[config.mk]
export PLATFORM = sky130hd
export DESIGN_NAME = sync_steer
export DESIGN_NICKNAME = d
export VERILOG_FILES = /design/src/rtl/sync_steer_pkg.sv /design/src/rtl/sync_pol_detect.sv /design/src/rtl/sync_src_mux.sv /design/src/rtl/sync_out_stage.sv /design/src/rtl/sync_steer.sv
export SDC_FILE = /design/constraint.sdc
export NUM_CORES = 1
export LEC_CHECK = 0
export BUFFER_PORTS_ARGS = -buffer_cell sky130_fd_sc_hd__buf_4
export CAP_MARGIN = 20
export CORE_MARGIN = 2
export CORE_UTILIZATION = 52
export CTS_CLUSTER_SIZE = 16
export DETAILED_ROUTE_END_ITERATION = 7
export GPL_TIMING_DRIVEN = 0
export PLACE_DENSITY_LB_ADDON = 0.1
export SYNTH_ARGS = -nofsm -noshare
export SYNTH_HDL_FRONTEND = slang
export SYNTH_SLANG_ARGS = --single-unit
[constraint.sdc]
create_clock -name clk -period 2.9 [get_ports clk]
set_input_delay 0.29 -clock clk [delete_from_list [all_inputs] [get_ports clk]]
set_output_delay 0.29 -clock clk [all_outputs]
set_load 0.01 [all_outputs]
[src/rtl/sync_steer_pkg.sv]
package sync_steer_pkg;

    typedef struct packed {
        logic hpol_ovr;   // bit 7
        logic hpol_val;   // bit 6
        logic hout_inv;   // bit 5
        logic hsrc_ovr;   // bit 4
        logic hsrc_man;   // bit 3
        logic vout_inv;   // bit 2
        logic vsrc_ovr;   // bit 1
        logic vsrc_man;   // bit 0
    } ctrl_t;

    localparam logic [7:0] CTRL_RST = 8'h40;

    typedef enum logic { HS_PIN = 1'b0, HS_SOG = 1'b1 } hsrc_e;
    typedef enum logic { VS_RAW = 1'b0, VS_SEP = 1'b1 } vsrc_e;

    function automatic hsrc_e pick_hsrc(ctrl_t c, logic if_sel,
                                        logic act_a, logic act_b);
        if (c.hsrc_ovr || (act_a && act_b))
            return hsrc_e'(c.hsrc_man);
        return hsrc_e'(if_sel);
    endfunction

    function automatic vsrc_e pick_vsrc(ctrl_t c, logic if_sel);
        return c.vsrc_ovr ? vsrc_e'(c.vsrc_man) : vsrc_e'(if_sel);
    endfunction

    // Map a sync of the given active level to active high.
    function automatic logic to_active_high(logic lvl, logic act_high);
        return act_high ? lvl : ~lvl;
    endfunction

    // 1 when high samples strictly exceed half of the window.
    function automatic logic mostly_high(int unsigned highs, int unsigned len);
        return (2 * highs) > len;
    endfunction

endpackage

[src/rtl/sync_pol_detect.sv]
module sync_pol_detect
    import sync_steer_pkg::*;
#(
    parameter int unsigned LINE_CYC = 256
) (
    input  logic clk,
    input  logic rst,
    input  logic hs_lvl,
    output logic det_pol
);
    localparam int unsigned CW = $clog2(LINE_CYC + 1);
    localparam logic [CW-1:0] LAST = CW'(LINE_CYC - 1);

    logic [CW-1:0] cyc;
    logic [CW-1:0] hcnt;
    logic [CW-1:0] hnext;

    assign hnext = hcnt + {{(CW-1){1'b0}}, hs_lvl};

    always_ff @(posedge clk) begin
        if (rst) begin
            cyc     <= '0;
            hcnt    <= '0;
            det_pol <= 1'b1;
        end else if (cyc == LAST) begin
            cyc     <= '0;
            hcnt    <= '0;
            det_pol <= ~mostly_high(int'(hnext), LINE_CYC);
        end else begin
            cyc  <= cyc + 1'b1;
            hcnt <= hnext;
        end
    end
endmodule

[src/rtl/sync_src_mux.sv]
module sync_src_mux
    import sync_steer_pkg::*;
(
    input  ctrl_t ctrl,
    input  logic  hs_pin,
    input  logic  sog_in,
    input  logic  vs_raw,
    input  logic  vs_sep,
    input  logic  hs_act,
    input  logic  sog_act,
    input  logic  hs_if_sel,
    input  logic  vs_if_sel,
    output hsrc_e hsel,
    output vsrc_e vsel,
    output logic  hs_lvl,
    output logic  vs_lvl
);
    always_comb begin
        hsel   = pick_hsrc(ctrl, hs_if_sel, hs_act, sog_act);
        vsel   = pick_vsrc(ctrl, vs_if_sel);
        hs_lvl = (hsel == HS_SOG) ? sog_in : hs_pin;
        vs_lvl = (vsel == VS_SEP) ? vs_sep : vs_raw;
    end
endmodule

[src/rtl/sync_out_stage.sv]
module sync_out_stage
    import sync_steer_pkg::*;
(
    input  logic  clk,
    input  logic  rst,
    input  ctrl_t ctrl,
    input  logic  hs_lvl,
    input  logic  vs_lvl,
    input  logic  pol,
    output logic  hs_out,
    output logic  vs_out
);
    logic hs_nxt;
    logic vs_nxt;

    always_comb begin
        hs_nxt = to_active_high(hs_lvl, pol) ^ ctrl.hout_inv;
        vs_nxt = vs_lvl ^ ctrl.vout_inv;
    end

    always_ff @(posedge clk) begin
        if (rst) begin
            hs_out <= 1'b0;
            vs_out <= 1'b0;
        end else begin
            hs_out <= hs_nxt;
            vs_out <= vs_nxt;
        end
    end
endmodule

[src/rtl/sync_steer.sv]
module sync_steer
    import sync_steer_pkg::*;
#(
    parameter int unsigned LINE_CYC = 256
) (
    input  logic       clk,
    input  logic       rst,
    input  logic       ctrl_we,
    input  logic [7:0] ctrl_wd,
    input  logic       hs_pin,
    input  logic       sog_in,
    input  logic       vs_raw,
    input  logic       vs_sep,
    input  logic       hs_act,
    input  logic       sog_act,
    input  logic       hs_if_sel,
    input  logic       vs_if_sel,
    output logic       hs_out,
    output logic       vs_out,
    output logic       hs_pol,
    output logic       hs_src,
    output logic       vs_src
);
    ctrl_t ctrl_q;
    hsrc_e hsel;
    vsrc_e vsel;
    logic  hs_lvl;
    logic  vs_lvl;
    logic  det_pol;

    always_ff @(posedge clk) begin
        if (rst)          ctrl_q <= ctrl_t'(CTRL_RST);
        else if (ctrl_we) ctrl_q <= ctrl_t'(ctrl_wd);
    end

    sync_src_mux u_mux (
        .ctrl(ctrl_q), .hs_pin(hs_pin), .sog_in(sog_in),
        .vs_raw(vs_raw), .vs_sep(vs_sep), .hs_act(hs_act),
        .sog_act(sog_act), .hs_if_sel(hs_if_sel), .vs_if_sel(vs_if_sel),
        .hsel(hsel), .vsel(vsel), .hs_lvl(hs_lvl), .vs_lvl(vs_lvl)
    );

    sync_pol_detect #(.LINE_CYC(LINE_CYC)) u_det (
        .clk(clk), .rst(rst), .hs_lvl(hs_lvl), .det_pol(det_pol)
    );

    assign hs_pol = ctrl_q.hpol_ovr ? ctrl_q.hpol_val : det_pol;
    assign hs_src = logic'(hsel);
    assign vs_src = logic'(vsel);

    sync_out_stage u_out (
        .clk(clk), .rst(rst), .ctrl(ctrl_q), .hs_lvl(hs_lvl),
        .vs_lvl(vs_lvl), .pol(hs_pol), .hs_out(hs_out), .vs_out(vs_out)
    );
endmodule

**Word level (Yosys, flattened, before mapping)**

Index checks and enable logic that the tools add are counted.

- Register bits after elaboration: 29
- Input port bits: 19
- Output and inout port bits: 5
- Word-level logic and storage cells: 32

- $add $sub $neg: 2
- Magnitude comparators: 1
- Equality and inequality tests: 1
- Mux-type cells: 8
- Bitwise operators: 4
- Reduce and logical (&&, ||, !) cells: 3

Operator list:

| operator | count |
|---|---|
| $gt 10x9->1 const B | 1 |
| $add 9x1->9 | 1 |
| $add 9x1->9 const B | 1 |
| $eq 9x8->1 const B | 1 |
| $mux 1 | 8 |
| $not 1->1 | 2 |
| $reduce_or 2->1 | 1 |
| $xor 1x1->1 | 2 |
| $logic_and 1x1->1 | 1 |
| $logic_or 1x1->1 | 1 |

**Longest topological paths before layout**

- Word-level depth: 8
- Mapped depth: 9
- Depth with buffers taken out: 9

**By module**

Synthesis repeated with hierarchy kept, for this count alone.

- Cells, all modules: 134
- Area total of the unflattened synthesis: 1,286.2 µm²

By module, submodules not included:

| module | times used | cells an instance | area each (µm²) | sequential area each (µm²) |
|---|---|---|---|---|
| sync_pol_detect | 1 | 96 | 847.1 | 380.4 |
| sync_steer | 1 | 27 | 301.5 | 160.2 |
| sync_out_stage | 1 | 6 | 80.1 | 40.0 |
| sync_src_mux | 1 | 5 | 57.6 | 0.0 |

**Worst setup path before layout**

Ideal clock, no wire load.

- Kind: input port to flip-flop
- From: in hs_act
- To: reg u_det.det_pol
- Setup time: 74 ps
- Arrival: 2,134 ps
- Data required time: 2,826 ps
- Path slack: 691 ps
- Stages: 9
- Buffers on the path: 0
- Cell sequence: a21oi_2 -> mux2i_1 -> mux2_4 -> ha_1 -> ha_1 -> xor2_1 -> nor4b_1 -> a41oi_1 -> o21ai_0

- Longest elaborated chain between the ends: 8

RTL lines:

| what | line | source |
|---|---|---|
| from (decl) | sync_steer.sv:14 | `input logic hs_act,` |
| $logic_and 1x1->1 | sync_steer_pkg.sv:21 | `if (c.hsrc_ovr \|\| (act_a && act_b))` |
| $logic_or 1x1->1 | sync_steer_pkg.sv:21 |  |
| $mux 1 | sync_steer_pkg.sv:21 |  |
| $mux 1 | sync_steer_pkg.sv:23 | `return hsrc_e'(if_sel);` |
| $mux 1 | sync_src_mux.sv:21 | `hs_lvl = (hsel == HS_SOG) ? sog_in : hs_pin;` |
| $add 9x1->9 | sync_pol_detect.sv:18 | `assign hnext = hcnt + {{(CW-1){1'b0}}, hs_lvl};` |
| $gt 10x9->1 | sync_steer_pkg.sv:37 | `return (2 * highs) > len;` |
| $not 1->1 | sync_pol_detect.sv:28 | `det_pol <= ~mostly_high(int'(hnext), LINE_CYC);` |
| to (signal assigned) | sync_pol_detect.sv:28 |  |
| to (decl) | sync_pol_detect.sv:9 | `output logic det_pol` |

No other way between the ends.
A chain may end at the register's enable or synchronous reset.

**Worst setup path after layout**

- From: reg ctrl_q[4] (netlist bit)
- To: reg u_det.det_pol

- Longest elaborated chain between the ends: 7

RTL lines:

| what | line | source |
|---|---|---|
| from (decl) | sync_steer.sv:24 | `ctrl_t ctrl_q;` |
| from (signal assigned) | sync_steer.sv:32 | `if (rst) ctrl_q <= ctrl_t'(CTRL_RST);` |
| from (signal assigned) | sync_steer.sv:33 | `else if (ctrl_we) ctrl_q <= ctrl_t'(ctrl_wd);` |
| $logic_or 1x1->1 | sync_steer_pkg.sv:21 |  |
| $mux 1 | sync_steer_pkg.sv:21 |  |
| $mux 1 | sync_steer_pkg.sv:23 |  |
| $mux 1 | sync_src_mux.sv:21 |  |
| $add 9x1->9 | sync_pol_detect.sv:18 |  |
| $gt 10x9->1 | sync_steer_pkg.sv:37 |  |
| $not 1->1 | sync_pol_detect.sv:28 |  |

No other way between the ends.

==> results.tsv <==
stage	metric	value	unit
floorplan	Initial Util	0.549	
timing	Peak Freq	382	MHz
global_route	Overall Global Routing Usage	0.201	
timing	worst slew pin tran	555	ps
floorplan	io pins	24	
clock_network	H-Tree Depth	2	
placed_design	Place WS	197	ps
setup_path	crit path kind	reg -> reg	
synth	Yosys reg bits	29	
placed_design	Port-buffer cells	22	
drt	starting DRC count in detailed routing	5	
setup_path	worst endpoint required time	3160	ps
placed_design	RD Place Congestion	0.812	
setup_path	reg2reg setup slack	280	ps
synth	syn_area_per_cell	9.70	µm²
pwr	Max IR drop VDD	0.503	mV
setup_path	Critical Path End Type	register	
clock_network	cts hold-fix bufs	0	
synth	FFs w/ async S/R, synth	0	
setup_path	crit start category	register	
clock_network	Clock Path Buffers	2	
clock_network	Post-CTS Setup Bufs	0	
timing	setup tns final	0	ps
synth	count leader, synth	dfxtp_1	
clock_network	clock transition at the registers of the reported paths	90	ps
setup_path	CP arrival	2880	ps
global_route	largest net degree at the start of global routing	11	
drt	DRT Pass-1 Iters	4	
synth	Synth area leader	dfxtp_1	
setup_path	R2R cell count	9	
layout	ant diodes	0	
floorplan	height of the die	52.1	µm
setup_path	R2R Path End	u_det.det_pol	
synth	Cells after Synth	124	
synth	warnings from Yosys	0	
timing	final setup violation count	0	
synth	Seq/Total Area, Yosys	0.483	
floorplan	Core Area	0.00219	mm²
synth	number of synthesized flops with an enable pin	0	
clock_network	clock latency on the worst-skew pair	320	ps
global_route	first-pass GRT wire length	3.93	mm
timing	slew margin rel.	0.630	
drt	DRT antenna net count	0	
floorplan	cell row count	17	
global_route	grt total ovfl	0	
worst_hold_path	hold path start	ctrl_wd[6]	
synth	Netlist cell types	27	
drt	Vias	955	
clock_network	Num CTS Buffers	5	
pwr	Power per Cell Area	538	mW/mm²
synth	Yosys top cell area share	0.483	
clock_network	post-CTS sizing	0	
layout	layout cells sized above 1	0.234	
timing	Final WS setup	281	ps
setup_path	CP Max Fanout	4	
layout	area delta synth->final	22.5	%
global_route	initial antenna violation count	0	
worst_hold_path	hold endpoint	ctrl_q[6]	
timing	Tmin final	2620	ps
timing	Worst Clk Skew	6.49	ps
synth	commonest cells in the netlist	dfxtp_1, nor2_1, mux2i_1, xor2_1, nand3_1	
timing	RSZ-0062 raised after global routing	no	
synth	ys flop type	dfxtp_1	
placed_design	detailed placer's ending HPWL	1.72	mm
worst_hold_path	worst hold-check path type	in -> reg	
drt	final WL	2.22	mm
timing	pins over their slew limit	0	
clock_network	CTS tree	yes	
outcome	outcome	finished clean	
floorplan	die area	0.00271	mm²
synth	top cells by area, synth	dfxtp_1, mux2i_1, nor2_1	
flow_run	MaxCap Viol Count	0	
clock_network	# clock sinks	29	
synth	Cell Area, Synth	0.00120	mm²
synth	Synth Net Count	147	
clock_network	CTS Root Cell	clkbuf_4	
drt	DR vias/cell	5.25	
timing	final hold violations	0	
layout	Layout Nets	176	
setup_path	Worst R2R Start	ctrl_q[4]	
global_route	vias in the first global route	963	
timing	Period Utilization, post-route	0.903	
worst_hold_path	hold path cells	2	
floorplan	Die Wd	52.1	µm
pwr	P_leak	0.645	nW
drt	WL per Instance	12.2	µm
drt	number of remaining DRC errors	0	
[state kept, by name, summed over array words and instances (netlist names)]
register,flops
u_det.det_pol,1
u_out.vs_out,1
u_out.hs_out,1
u_det.cyc,9
ctrl_q,8
u_det.hcnt,9
[through the flow]
step / cells / utilization / hold slack [ps] / cell area [µm²] / power, mW
after floorplan: 124 / - / 389 / 1200 / 0.487
after global placement: 174 / 0.640 / 429 / 1400 / 0.522
after detailed placement: 174 / 0.640 / 443 / 1400 / 0.527
after CTS: 182 / 0.672 / 163 / 1470 / 0.803
after global routing: 182 / 0.672 / 157 / 1470 / 0.834
final: 182 / 0.672 / 173 / 1470 / 0.793
[power by group]
part	leakage, nW	total [mW]	internal, mW	switching (mW)
logic	0.367	0.0914	0.0524	0.0390
clock network	0.0413	0.276	0.140	0.136
registers	0.237	0.426	0.415	0.0101
total	0.645	0.793	0.608	0.185
[placed cells by master (no fill, tap or decap), types with 2 or more instances in the layout]
master,instances
inv_1,3
mux2_2,2
or2_2,2
clkbuf_1,3
a21oi_1,4
xnor2_1,2
nor2_1,23
clkbuf_4,5
buf_4,22
dfxtp_1,29
nand2_1,6
or3_1,2
mux2i_1,9
xor2_1,9
nand4_1,2
nand3_1,7
and2_1,4
clkbuf_8,2
o21ai_0,3
ha_1,4
[per-layer routing]
layer,up-vias,wire [µm],track usage
met5,-,0,0
met3,8,138,0.0690
met2,21,1110,0.350
met1,452,908,0.209
met4,0,63,0.110
li1,474,-,-
[worst max-delay path by stage]
stage	startpoint	endpoint	slack, ps	cells after the start
2_1_floorplan	hs_act	u_det.det_pol	690	9
3_3_place_gp	hs_act	u_det.det_pol	330	10
3_5_place_dp	hs_act	u_det.det_pol	200	10
4_1_cts	ctrl_q[4]	u_det.det_pol	310	9
5_1_grt	ctrl_q[4]	u_det.det_pol	100	9
6_report	ctrl_q[4]	u_det.det_pol	280	9
[final cells by class]
cell class	count	area (µm²)
fillers	187	718
multi-input cells	88	596
flip-flops and latches	29	581
repair buffers	22	165
clock buffers	7	65.1
well taps	28	35.0
plain buffers	4	15.0
inverters	3	11.3
clock inverters	1	5.00
[worst max-delay path, stage by stage (launching register included)]
cell and delay, ps:
dfxtp_1 320, a21oi_2 120, mux2i_1 300, mux2_4 350, ha_1 230, ha_1 260, xor2_1 170, nor4b_1 420
a41oi_1 200, o21ai_0 170
[cells by family (layout without fill, tap and decap cells)]
logic type,count (synthesis),in the layout,share of synthesized area
AND/OR/NAND/NOR,50,50,0.197
flip-flops,29,29,0.483
XOR/XNOR,12,12,0.0999
multiplexers,12,12,0.106
AO/OA/AOI/OAI,10,10,0.0510
buffers and inverters,7,37,0.0218
adder cells (fa/ha/maj),4,4,0.0416
(Power assumes the default switching activity.)
